--- src/rtl/la_cap_pkg.sv ---
package la_cap_pkg;

    typedef enum logic [1:0] {
        CAP_IDLE  = 2'd0,
        CAP_ARMED = 2'd1,
        CAP_POST  = 2'd2,
        CAP_DONE  = 2'd3
    } cap_state_e;

endpackage

--- src/rtl/la_sync_counter.sv ---
module la_sync_counter #(
    parameter int W          = 15,
    parameter bit COUNT_DOWN = 1'b0
) (
    input  logic         clk_i,
    input  logic         rst_ni,
    input  logic         load_i,
    input  logic [W-1:0] load_val_i,
    input  logic         en_i,
    output logic [W-1:0] q_o
);

    logic [W-1:0] cnt_q;
    logic [W-1:0] step;

    generate
        if (COUNT_DOWN) begin : g_down
            assign step = cnt_q - W'(1);
        end else begin : g_up
            assign step = cnt_q + W'(1);
        end
    endgenerate

    always_ff @(posedge clk_i or negedge rst_ni) begin
        if (!rst_ni) begin
            cnt_q <= '0;
        end else if (load_i) begin
            cnt_q <= load_val_i;
        end else if (en_i) begin
            cnt_q <= step;
        end
    end

    assign q_o = cnt_q;

    generate
        if (COUNT_DOWN) begin : g_chk_down
            // one count consumed per post-trigger write
            assert_post_step_R7: assert property (@(posedge clk_i) disable iff (!rst_ni)
                (en_i && !load_i) |=> (q_o == $past(q_o) - W'(1)));
        end else begin : g_chk_up
            // address advances by exactly one per write, wrapping naturally
            assert_addr_step_R3: assert property (@(posedge clk_i) disable iff (!rst_ni)
                (en_i && !load_i) |=> (q_o == $past(q_o) + W'(1)));
        end
    endgenerate

    // counter frozen when idle
    assert_hold_when_idle_R9: assert property (@(posedge clk_i) disable iff (!rst_ni)
        (!en_i && !load_i) |=> $stable(q_o));

endmodule

--- src/rtl/la_trig_match.sv ---
module la_trig_match #(
    parameter int CH = 8
) (
    input  logic          clk_i,
    input  logic          rst_ni,
    input  logic [CH-1:0] sample_i,
    input  logic [CH-1:0] pattern_i,
    input  logic [CH-1:0] mask_i,
    input  logic          src_ext_i,
    input  logic          ext_i,
    output logic [CH-1:0] sample_q_o,
    output logic          hit_q_o
);

    logic [CH-1:0] bit_ok;
    logic          pat_hit;
    logic          hit_d;
    logic [CH-1:0] sample_q;
    logic          hit_q;

    generate
        for (genvar i = 0; i < CH; i++) begin : g_bit
            assign bit_ok[i] = ~mask_i[i] | ~(sample_i[i] ^ pattern_i[i]);
        end
    endgenerate

    assign pat_hit = &bit_ok;
    assign hit_d   = src_ext_i ? ext_i : pat_hit;

    always_ff @(posedge clk_i or negedge rst_ni) begin
        if (!rst_ni) begin
            sample_q <= '0;
            hit_q    <= 1'b0;
        end else begin
            sample_q <= sample_i;
            hit_q    <= hit_d;
        end
    end

    assign sample_q_o = sample_q;
    assign hit_q_o    = hit_q;

    // the external line, when selected, reaches the decision after one clock
    assert_ext_path_R6: assert property (@(posedge clk_i) disable iff (!rst_ni)
        src_ext_i |=> (hit_q_o == $past(ext_i)));

    // sample and decision are captured on the same edge
    assert_sample_align_R5: assert property (@(posedge clk_i) disable iff (!rst_ni)
        1'b1 |=> (sample_q_o == $past(sample_i)));

endmodule

--- src/rtl/la_capture_fsm.sv ---
module la_capture_fsm
    import la_cap_pkg::*;
(
    input  logic       clk_i,
    input  logic       rst_ni,
    input  logic       arm_i,
    input  logic       hit_i,
    input  logic       post_zero_i,
    input  logic       rem_one_i,
    output cap_state_e state_o,
    output logic       capture_o,
    output logic       trig_take_o,
    output logic       rem_dec_o
);

    cap_state_e state_q;
    cap_state_e state_d;

    always_comb begin
        state_d = state_q;
        unique case (state_q)
            CAP_IDLE: begin
                if (arm_i) state_d = CAP_ARMED;
            end
            CAP_ARMED: begin
                if (hit_i) state_d = post_zero_i ? CAP_DONE : CAP_POST;
            end
            CAP_POST: begin
                if (rem_one_i) state_d = CAP_DONE;
            end
            CAP_DONE: begin
                if (arm_i) state_d = CAP_ARMED;
            end
            default: state_d = CAP_IDLE;
        endcase
    end

    always_ff @(posedge clk_i or negedge rst_ni) begin
        if (!rst_ni) begin
            state_q <= CAP_IDLE;
        end else begin
            state_q <= state_d;
        end
    end

    always_comb begin
        capture_o   = 1'b0;
        trig_take_o = 1'b0;
        rem_dec_o   = 1'b0;
        unique case (state_q)
            CAP_IDLE:  ;
            CAP_ARMED: begin
                capture_o   = 1'b1;
                trig_take_o = hit_i;
            end
            CAP_POST: begin
                capture_o = 1'b1;
                rem_dec_o = 1'b1;
            end
            CAP_DONE:  ;
            default:   ;
        endcase
    end

    assign state_o = state_q;

    // idle ignores triggers without an arm request
    assert_idle_stays_R2: assert property (@(posedge clk_i) disable iff (!rst_ni)
        (state_q == CAP_IDLE && !arm_i) |=> (state_q == CAP_IDLE));

    // the last post-trigger write ends the capture
    assert_post_ends_R7: assert property (@(posedge clk_i) disable iff (!rst_ni)
        (state_q == CAP_POST && rem_one_i) |=> (state_q == CAP_DONE));

    // arming during the countdown has no effect
    assert_post_ignores_arm_R10: assert property (@(posedge clk_i) disable iff (!rst_ni)
        (state_q == CAP_POST && !rem_one_i) |=> (state_q == CAP_POST));

    // zero post count goes straight to done
    assert_zero_post_R8: assert property (@(posedge clk_i) disable iff (!rst_ni)
        (state_q == CAP_ARMED && hit_i && post_zero_i) |=> (state_q == CAP_DONE));

endmodule

--- src/rtl/la_capture_core.sv ---
module la_capture_core
    import la_cap_pkg::*;
#(
    parameter int CH     = 8,
    parameter int ADDR_W = 15
) (
    input  logic              clk_i,
    input  logic              rst_ni,
    input  logic [CH-1:0]     sample_i,
    input  logic [CH-1:0]     pattern_i,
    input  logic [CH-1:0]     mask_i,
    input  logic              trig_src_i,
    input  logic              ext_trig_i,
    input  logic [ADDR_W-1:0] post_count_i,
    input  logic              arm_i,
    output logic [ADDR_W-1:0] mem_addr_o,
    output logic [CH-1:0]     mem_data_o,
    output logic              mem_we_o,
    output logic [ADDR_W-1:0] trig_addr_o,
    output logic              armed_o,
    output logic              triggered_o,
    output logic              done_o
);

    localparam logic [ADDR_W-1:0] ONE = ADDR_W'(1);

    logic [CH-1:0]     sample_q;
    logic              hit_q;
    cap_state_e        state;
    logic              capture;
    logic              trig_take;
    logic              rem_dec;
    logic [ADDR_W-1:0] addr_q;
    logic [ADDR_W-1:0] rem_q;
    logic [ADDR_W-1:0] trig_addr_q;

    la_trig_match #(.CH(CH)) u_match (
        .clk_i      (clk_i),
        .rst_ni     (rst_ni),
        .sample_i   (sample_i),
        .pattern_i  (pattern_i),
        .mask_i     (mask_i),
        .src_ext_i  (trig_src_i),
        .ext_i      (ext_trig_i),
        .sample_q_o (sample_q),
        .hit_q_o    (hit_q)
    );

    la_capture_fsm u_fsm (
        .clk_i       (clk_i),
        .rst_ni      (rst_ni),
        .arm_i       (arm_i),
        .hit_i       (hit_q),
        .post_zero_i (post_count_i == '0),
        .rem_one_i   (rem_q == ONE),
        .state_o     (state),
        .capture_o   (capture),
        .trig_take_o (trig_take),
        .rem_dec_o   (rem_dec)
    );

    la_sync_counter #(.W(ADDR_W), .COUNT_DOWN(1'b0)) u_addr_cnt (
        .clk_i      (clk_i),
        .rst_ni     (rst_ni),
        .load_i     (1'b0),
        .load_val_i ('0),
        .en_i       (capture),
        .q_o        (addr_q)
    );

    la_sync_counter #(.W(ADDR_W), .COUNT_DOWN(1'b1)) u_post_cnt (
        .clk_i      (clk_i),
        .rst_ni     (rst_ni),
        .load_i     (trig_take),
        .load_val_i (post_count_i),
        .en_i       (rem_dec),
        .q_o        (rem_q)
    );

    always_ff @(posedge clk_i or negedge rst_ni) begin
        if (!rst_ni) begin
            trig_addr_q <= '0;
        end else if (trig_take) begin
            trig_addr_q <= addr_q;
        end
    end

    assign mem_addr_o  = addr_q;
    assign mem_data_o  = sample_q;
    assign mem_we_o    = capture;
    assign trig_addr_o = trig_addr_q;
    assign armed_o     = (state == CAP_ARMED);
    assign triggered_o = (state == CAP_POST);
    assign done_o      = (state == CAP_DONE);

    // trigger address is held once taken
    assert_trig_addr_held_R11: assert property (@(posedge clk_i) disable iff (!rst_ni)
        (triggered_o || done_o) |=> $stable(trig_addr_o));

    // a frozen capture neither writes nor moves
    assert_done_frozen_R9: assert property (@(posedge clk_i) disable iff (!rst_ni)
        (done_o && !arm_i) |=> (!mem_we_o && $stable(mem_addr_o)));

    // entering done from the countdown happens only after the last write
    assert_done_after_write_R7: assert property (@(posedge clk_i) disable iff (!rst_ni)
        $rose(done_o) |-> $past(mem_we_o));

endmodule

--- config.mk ---
export PLATFORM = sky130hd
export DESIGN_NAME = la_capture_core
export DESIGN_NICKNAME = d
export VERILOG_FILES = /design/src/rtl/la_cap_pkg.sv /design/src/rtl/la_sync_counter.sv /design/src/rtl/la_trig_match.sv /design/src/rtl/la_capture_fsm.sv /design/src/rtl/la_capture_core.sv
export SDC_FILE = /design/constraint.sdc
export NUM_CORES = 1
export LEC_CHECK = 0
export ABC_AREA = 0
export BUFFER_PORTS_ARGS = -buffer_cell sky130_fd_sc_hd__buf_2
export CORE_ASPECT_RATIO = 1.25
export CORE_UTILIZATION = 45
export DETAILED_ROUTE_END_ITERATION = 16
export GPL_TIMING_DRIVEN = 0
export PLACE_DENSITY_LB_ADDON = 0.1
export REMOVE_ABC_BUFFERS = 1
export SYNTH_ARGS = -nofsm -noshare
export SYNTH_HDL_FRONTEND = slang
export SYNTH_SLANG_ARGS = --single-unit
--- constraint.sdc ---
create_clock -name clk_i -period 2.1 [get_ports clk_i]
set_clock_uncertainty 0.05 [all_clocks]
set_input_delay 0.42 -clock clk_i [delete_from_list [all_inputs] [get_ports clk_i]]
set_output_delay 0.42 -clock clk_i [all_outputs]
set_load 0.01 [all_outputs]
==> flow_summary.yaml, run 1 <==
finish:
  layout-drive-gt1-share_pct: 38.7
  design_area_sq_um: 3190
  nets: 362
  finalNonFillerCells: 377
  antenna_cells: 0
  syn2layout_area_growth_pct: 24.9
  n_fill_cell: 486
  fin_util_pct: 58.6
sta:
  finalWorstSetupSlack_ns: -0.00216
  tightest_slew_ns: 0.692
  max_freq_ghz: 0.476
  hold_violations: 0
  post-route-period-util_pct: 100
  slew_headroom_pct: 53.9
  rsz0062_at_grt: "yes"
  report.final.slew_viol_count: 0
  fin_crit_ns: 2.10
  setup_viol: 1
clocking:
  clk_path_buf_depth: 2
  hold_buffers: 0
  cts.clk_slew.worst_paths_ns: 0.10
  cts_tree: "done"
  clock-root-buffer: "clkbuf_8"
  h-tree-depth: 2
  clkSinkCount: 56
  insertion_delay_ns: 0.31
  cts-buffers-inserted: 5
floorplanning:
  die_w_um: 69.4
  rows: 30
  initial_utilization_pct: 46.9
  core_area_sq_um: 5440
  fp.dieArea_sq_um: 5980
  pin_count: 86
  die_y_um: 86.2
logic_synthesis:
  yosys_warnings: 0
  synth_cell_types: 36
  synth_ff_type: "dfrtp_1"
  synthCells: 223
  synth_top_area_share_pct: 54.9
  synth_common_cells: "dfrtp_1 (56), nor2_1 (22), mux2_2 (18), xnor2_1 (18), xor2_1 (15)"
  yosys_register_bits: 56
  synth.area.top_cells: "dfrtp_1 (55%), mux2_2 (7.9%), xnor2_1 (6.2%)"
  post-synth-top-count-cell: "dfrtp_1"
  synth_edf_count: 0
  synth_top_area_cell: "dfrtp_1"
  syn_avg_cell_area_sq_um: 11.4
  ys_async_sr_fraction_pct: 100
  seq_area_frac_synth_pct: 54.9
  netlist_area_sq_um: 2550
routing:
  drt_wl_total_um: 4920
  routedWlPerCell_um: 13.0
  dr.pass1.iters: 4
  remaining_drc_errors: 0
  viasPerCell: 5.21
  vias: 1965
  drt-initial-drc-count: 91
  drtAntennaViolNets: 0
global_route:
  grt_pass1_wl_um: 8590
  grt_usage_pct: 17.9
  antenna_found_initial: 0
  grt_max_degree: 57
  grt.overflow.total: 0
  grt_pass1_vias: 1940
critical_path:
  cp.arrival_ns: 2.29
  regToRegSetupSlack_ns: -0.002
  crit_chain: "or4_4, or4_4, or3_1, a31oi_1"
  crit_type: "reg2reg"
  worstSetupStartpointType: "flip-flop"
  required_ns: 2.28
  timing.rr.start: "u_post_cnt.q_o[3]"
  critical_path_buf_inv_count: 0
  crit_fanout: 4
  cp-end-kind: "flip-flop"
  cp_slowest_cell: "or4_4"
  crit_path_max_incr_delay_ns: 0.55
  startpoint: "u_post_cnt.q_o[3]"
  critPathTopFamily: "simple AND/OR/NAND/NOR gates"
  cp_common_cell: "or4_4"
place:
  place_inst: 366
  place_area_sq_um: 3040
  place.port_buffers: 85
  hpwl_um: 3610
  gp_congestion: 0.826
pwr:
  p_per_area_nw_per_um2: 1110
  ir_drop_v: 0.000718
  p_leak_uw: 0.00155
status:
  violations: "setup timing"
  outcome: "finished, violations left"
job:
  drv_cap: 0
min_path:
  hold_class: "in2async"
==> state kept, by name, summed over array words and instances (netlist names) <==
name / cells
u_addr_cnt.q_o: 15
trig_addr_o: 15
u_post_cnt.q_o: 15
u_match.hit_q_o: 1
u_fsm.state_o: 2
u_match.sample_q_o: 8
==> power by group <==
group          internal [uW]  leakage, uW  switching, uW
clock network            246    0.0000463            362
registers               1380     0.000690            308
logic                    651     0.000811            603
==> repair_timing <==
action                                  in CTS  in global routing
buffers inserted                             0                  3
resized for setup                            3                  3
pin swaps                                    0                  1
endpoints found under the setup margin       3                  5
hold endpoints to repair                     0                  0
cloned                                       0                  0
==> worst reg2reg max path, cell delays in order (launching register included) <==
cell,delay [ns]
dfrtp_2,0.44
or4_4,0.55
or4_4,0.50
or3_1,0.32
a31oi_1,0.17
==> worst paths after layout <==
check                                             end  cells after the start
worst min-delay path                u_post_cnt.q_o[3]                      1
worst min register to register     u_addr_cnt.q_o[14]                      1
worst max-delay path               u_post_cnt.q_o[14]                      4
max in group asynchronous           u_post_cnt.q_o[3]                      1
worst max register to register     u_post_cnt.q_o[14]                      4
min in group clk_i              u_match.sample_q_o[2]                      1
==> cell type report <==
class	instances	area, sq um	share of cell area [%]
clock buffers	5	68.8	2.16
multi-input cells	155	1130	35.6
flip-flops and latches	56	1400	44.0
inverters	6	22.5	0.707
repair buffers	88	450	14.1
well taps	64	80.1	2.51
clock inverters	3	27.5	0.864
==> metrics by stage <==
stage	setup WS, ns	hold WS, ns	setup TNS (ns)	power [uW]
after floorplan	-0.0839	0.0744	-0.0839	2450
after global placement	-0.494	0.429	-7.25	2860
after detailed placement	-0.0943	0.438	-0.185	2890
after CTS	-0.0445	0.174	-0.0445	3540
after global routing	-0.0592	0.147	-0.0913	3850
final	-0.00216	0.0907	-0.00216	3550
==> cells by family after synthesis <==
family                     share of synthesized area [%]
xor gates and xnor gates                            11.3
buffers and inverters                               1.81
AOI/OAI and AO/OA                                   6.81
and+or+nand+nor                                     14.3
DFF                                                 54.9
muxes                                               7.94
adders and majority gates                           2.94
==> cells in the final DEF (no fill, tap or decap), types with 2 or more instances in the layout <==
cell type  count
buf_2         84
dfrtp_1       55
nor2_1        22
mux2_2        18
xnor2_1       18
xor2_1        15
nand2_1       11
a21oi_1       11
nor3_1         7
inv_1          6
nand4_1        5
nor4_1         5
ha_1           5
clkbuf_8       5
a22oi_1        4
nand3_1        4
buf_4          4
a31oi_1        3
o21ai_0        2
and2_1         2
a211oi_1       2
or4_1          2
or4_4          2
or3_1          2
==> metal layers <==
layer | track usage [%] | vias up | share of wire (%)
li1 | - | 967 | -
met1 | 22.5 | 925 | 45
met2 | 31.0 | 68 | 48
met3 | 4.07 | 5 | 6.1
met4 | 5.38 | 0 | 0.69
met5 | 0 | - | 0
(Power assumes the default switching activity.)
==> run 2: changes to the inputs <==
--- a/config.mk
+++ b/config.mk
@@ -7,8 +7,10 @@
 export LEC_CHECK = 0
 export ABC_AREA = 0
 export BUFFER_PORTS_ARGS = -buffer_cell sky130_fd_sc_hd__buf_2
+export CELL_PAD_IN_SITES_DETAIL_PLACEMENT = 1
+export CELL_PAD_IN_SITES_GLOBAL_PLACEMENT = 1
 export CORE_ASPECT_RATIO = 1.25
-export CORE_UTILIZATION = 45
+export CORE_UTILIZATION = 34
 export DETAILED_ROUTE_END_ITERATION = 16
 export GPL_TIMING_DRIVEN = 0
 export PLACE_DENSITY_LB_ADDON = 0.1
==> run 2 against run 1 <==
The flow now finishes without violations; power grew 5.5%; fmax grew 2.9%; via count increased by 2.2%; count of clock-buffer cells in the layout increased by 1; sequential share of layout area decreased by 1.1 points; combinational power up 5%; design area increased by 2.7%; worst hold slack improved by 0.016 ns; core utilization is 12 points lower; highest routed layer unchanged.
==> flow_summary.yaml, run 2 (synthesis results as in run 1) <==
sta:
  slew_headroom_pct: 52.5
  setup_viol: 0
  max_freq_ghz: 0.490
  report.final.slew_viol_count: 0
  rsz0062_at_grt: "no"
  final.setup.tns_ns: 0
  hold_violations: 0
  post-route-period-util_pct: 97.2
  fin_crit_ns: 2.04
  tightest_slew_ns: 0.713
global_route:
  grt_usage_pct: 16.1
  grt_pass1_vias: 2116
  grt_pass1_wl_um: 10000
  grt_max_degree: 57
  antenna_found_initial: 0
  grt.overflow.total: 0
critical_path:
  worstSetupStartpointType: "flip-flop"
  crit_type: "reg2reg"
  required_ns: 2.29
  crit_fanout: 3
  cp-end-kind: "flip-flop"
  cp.arrival_ns: 2.23
pwr:
  switchingPower_uw: 1340
  clockPowerShare_pct: 19.4
  p_int_uw: 2410
  ir_drop_v: 0.000583
  pwr-share-comb_pct: 35.0
  p_leak_uw: 0.00156
  p_per_area_nw_per_um2: 1140
  sw_frac_of_total_pct: 35.7
  power_frac_seq_pct: 45.5
routing:
  drt_wl_total_um: 5850
  dr.pass1.iters: 4
  routedWlPerCell_um: 14.5
  viasPerCell: 4.99
  vias: 2009
  drtAntennaViolNets: 0
  drt-initial-drc-count: 57
  remaining_drc_errors: 0
status:
  outcome: "finished, final reports clean"
min_path:
  hold_class: "in2async"
clocking:
  cts-buffers-inserted: 5
  cts.clk_slew.worst_paths_ns: 0.10
  clk_path_buf_depth: 2
  cts_tree: "done"
  insertion_delay_ns: 0.31
  clock-root-buffer: "clkbuf_8"
  h-tree-depth: 2
  hold_buffers: 0
  clkSinkCount: 56
floorplanning:
  initial_utilization_pct: 35.9
  core_area_sq_um: 7100
  pin_count: 86
  rows: 34
  die_y_um: 98.9
  die_w_um: 79.5
  fp.dieArea_sq_um: 7860
finish:
  n_fill_cell: 816
  finalNonFillerCells: 403
  antenna_cells: 0
  syn2layout_area_growth_pct: 28.2
  nets: 362
  final_common_cell: "buf_2"
  final_cell_mix: "buf_2 (84), dfrtp_1 (55), nor2_1 (22)"
  fin_util_pct: 46.1
  layout-drive-gt1-share_pct: 39.6
place:
  place.port_buffers: 85
  hpwl_um: 4210
  gp_congestion: 0.693
  place_inst: 392
job:
  drv_cap: 0
## run 2: power groups by stage
stage,logic (uW),clock network (uW),registers (uW)
4_1_cts,1230,751,1690
5_1_grt,1480,783,1760
3_3_place_gp,1190,0,1690
6_report,1310,727,1710
3_5_place_dp,1210,0,1700
2_1_floorplan,751,0,1700
## run 2: metrics by stage
step                setup slack, ns  hold slack, ns  instance area (sq um)  power [uW]
finish                       0.0578           0.106                   3270        3750
global placement             -0.549           0.433                   3070        2880
global route                0.00863           0.161                   3270        4030
floorplan                   -0.0839          0.0744                   2530        2450
CTS                         -0.0414           0.177                   3190        3670
detailed placement           -0.124           0.441                   3070        2910
## run 2: what timing repair did
action	4_1_cts	5_1_grt
endpoints found under the setup margin	3	6
setup buffers	0	3
gates resized for setup	3	10
pin swaps	0	3
cloned	0	0
## run 2: routing by layer
layer / wire (um) / GRT usage (%) / vias to the layer above
met5: 0 / 0 / -
met4: 61 / 4.20 / 0
met3: 285 / 3.89 / 5
met2: 2790 / 26.1 / 57
met1: 2710 / 21.2 / 984
li1: - / - / 963
## run 2: layout make-up
cell class / count / area (sq um) / area share, %
inverter: 6 / 22.5 / 0.688
clock buffer: 6 / 72.6 / 2.22
sequential: 56 / 1400 / 42.9
timing repair buffer: 88 / 450 / 13.8
multi-input combinational: 155 / 1170 / 35.8
tap: 90 / 113 / 3.44
clock inverter: 2 / 38.8 / 1.19
## run 2: worst max-delay path: stages, from the launching register on
cell and delay, ns:
dfrtp_1 0.44, or4_4 0.55, or4_4 0.43, or3_4 0.35
a31oi_4 0.15
## run 2: final timing paths
check | depth (start not counted) | to | slack, ns | start
worst max-delay path | 4 | u_post_cnt.q_o[14] | 0.06 | u_post_cnt.q_o[5]
worst min-delay path | 1 | u_post_cnt.q_o[3] | 0.11 | rst_ni
worst max register to register | 4 | u_post_cnt.q_o[14] | 0.06 | u_post_cnt.q_o[5]
worst min register to register | 1 | u_addr_cnt.q_o[14] | 0.45 | u_addr_cnt.q_o[14]
max in group asynchronous | 1 | u_post_cnt.q_o[3] | 1.41 | rst_ni
min in group clk_i | 1 | u_match.sample_q_o[4] | 0.18 | sample_i[4]
==> run 3: changes to the inputs <==
==> constraint.sdc (replaced) <==
create_clock -name clk_i -period 1.7 [get_ports clk_i]
set_clock_uncertainty 0.05 [all_clocks]
set_input_delay 0.34 -clock clk_i [delete_from_list [all_inputs] [get_ports clk_i]]
set_output_delay 0.34 -clock clk_i [all_outputs]
set_load 0.01 [all_outputs]
==> run 3 against run 2 <==
The flow now finishes with violations (setup timing); first-iteration DRC count unchanged; cell count up 2.5%; flip-flop and latch count unchanged; wire length up 4.5%; design area up 6.4%; fmax down 3.4%; setup slack worse by 0.47 ns; global-route usage up 0.84 points; combinational power up 41%; power up 30%; clock power up 23%; via count up 2.9%; largest power group unchanged.
==> flow_summary.yaml, run 3 (synthesis results as in run 1) <==
global_route:
  grt.overflow.total: 0
  antenna_found_initial: 0
  grt_usage_pct: 16.9
  grt_max_degree: 57
  grt_pass1_wl_um: 10500
  grt_pass1_vias: 2211
sta:
  tightest_slew_ns: 0.720
  hold_violations: 0
  slew_headroom_pct: 52.0
  final.setup.tns_ns: -2.33
  setup_viol: 9
  finalWorstSetupSlack_ns: -0.413
  whs_ns: 0.0293
  report.final.slew_viol_count: 0
  fin_crit_ns: 2.11
  max_freq_ghz: 0.473
  post-route-period-util_pct: 124
  rsz0062_at_grt: "yes"
floorplanning:
  die_w_um: 79.5
  pin_count: 86
  die_y_um: 98.9
  fp.dieArea_sq_um: 7860
  initial_utilization_pct: 35.9
  rows: 34
  core_area_sq_um: 7100
critical_path:
  worstSetupStartpointType: "flip-flop"
  cp_common_cell: "or4_4"
  regToRegSetupSlack_ns: -0.41
  crit_fanout: 3
  critPathTopFamily: "simple AND/OR/NAND/NOR gates"
  critical_path_buf_inv_count: 0
  timing.rr.start: "u_post_cnt.q_o[3]"
  cp-end-kind: "flip-flop"
  cp_slowest_cell: "or4_4"
  required_ns: 1.89
  crit_chain: "or4_4, or4_4, or3_4, a31oi_4"
  crit_path_max_incr_delay_ns: 0.55
  r2r_end: "u_post_cnt.q_o[14]"
  r2r_cells: 4
  cp.arrival_ns: 2.30
  crit_type: "reg2reg"
finish:
  final_cell_mix: "buf_2 (84), dfrtp_1 (55), mux2_2 (17), nor2_1 (17), xnor2_1 (16)"
  n_fill_cell: 797
  final_common_cell: "buf_2"
  antenna_cells: 0
  syn2layout_area_growth_pct: 36.4
  multi_input_area_sq_um: 1290
  layout-drive-gt1-share_pct: 46.1
  seqCellArea_sq_um: 1400
  nets: 372
pwr:
  switchingPower_uw: 1760
  p_leak_uw: 0.00166
  p_per_area_nw_per_um2: 1400
  pwr-share-comb_pct: 37.9
  clockPowerShare_pct: 18.3
  ir_drop_v: 0.000802
  power_frac_seq_pct: 43.7
  p_int_uw: 3110
  sw_frac_of_total_pct: 36.1
clocking:
  cts_tree: "done"
  clock-root-buffer: "clkbuf_8"
  cts.clk_slew.worst_paths_ns: 0.10
  insertion_delay_ns: 0.31
  clk_path_buf_depth: 2
  hold_buffers: 0
  cts-buffers-inserted: 5
  clkSinkCount: 56
  h-tree-depth: 2
routing:
  dr.pass1.iters: 4
  vias: 2068
  top_layer_used: "met4"
  dr_wl_met2_um: 3070
  viasPerCell: 5.01
  drt_wl_total_um: 6110
  dr_wl_met3_um: 285
  routedWlPerCell_um: 14.8
  remaining_drc_errors: 0
  drt-initial-drc-count: 57
  wl_met1_um: 2700
  drtAntennaViolNets: 0
job:
  drv_cap: 0
place:
  hpwl_um: 4210
  place.port_buffers: 85
  gp_congestion: 0.693
min_path:
  hold_class: "in2async"
status:
  violations: "setup timing"
  outcome: "finished, violations left"
run 3: area by class of cell:
cell class	count	share of cell area, %
clock buffers	6	2.08
clock inverters	2	1.11
inverters	6	0.647
multi-input cells	155	37.2
flip-flops and latches	56	40.3
well taps	90	3.24
repair buffers	98	15.4
run 3: how the worst max path moves through the flow:
stage,from,endpoint,slack [ns],cells after the start
after floorplan,u_fsm.state_o[1],u_fsm.state_o[0],-0.48,5
after global placement,u_fsm.state_o[1],u_fsm.state_o[0],-0.95,5
after detailed placement,u_fsm.state_o[0],u_post_cnt.q_o[11],-0.52,6
after CTS,u_post_cnt.q_o[3],u_post_cnt.q_o[14],-0.38,4
after global routing,u_post_cnt.q_o[3],u_fsm.state_o[1],-0.47,5
final,u_post_cnt.q_o[3],u_post_cnt.q_o[14],-0.41,4
run 3: worst register-to-register path: stages, from the launching register on:
cell and delay (ns):
dfrtp_2 0.43, or4_4 0.55, or4_4 0.49, or3_4 0.35, a31oi_4 0.17
run 3: layer usage:
metal | global-route usage (%) | vias to the layer above
met5 | 0 | -
met4 | 4.20 | 0
met3 | 3.89 | 5
met2 | 28.5 | 57
met1 | 21.6 | 1025
li1 | - | 981
run 3: power by group through the flow:
| stage | clock network (uW) | logic [uW] | registers (uW) |
|---|---|---|---|
| after detailed placement | 0 | 1500 | 2100 |
| final | 893 | 1850 | 2130 |
| after global routing | 964 | 2070 | 2200 |
| after floorplan | 0 | 927 | 2100 |
| after global placement | 0 | 1470 | 2090 |
| after CTS | 928 | 1720 | 2110 |
run 3: metrics by stage:
stage | instances | setup slack (ns) | cell area (sq um) | utilization [%] | total power [uW]
floorplan | 217 | -0.484 | 2530 | - | 3030
global placement | 392 | -0.949 | 3070 | 43.2 | 3560
detailed placement | 392 | -0.524 | 3070 | 43.2 | 3600
CTS | 410 | -0.378 | 3380 | 47.6 | 4760
global route | 413 | -0.474 | 3480 | 49.0 | 5230
finish | 413 | -0.413 | 3480 | 49.0 | 4870
run 3: timing repair:
item                                    in CTS  in global routing
pin swaps                                   14                 10
gates resized for setup                     26                 15
setup buffers                               10                  4
endpoints found under the setup margin      41                 22
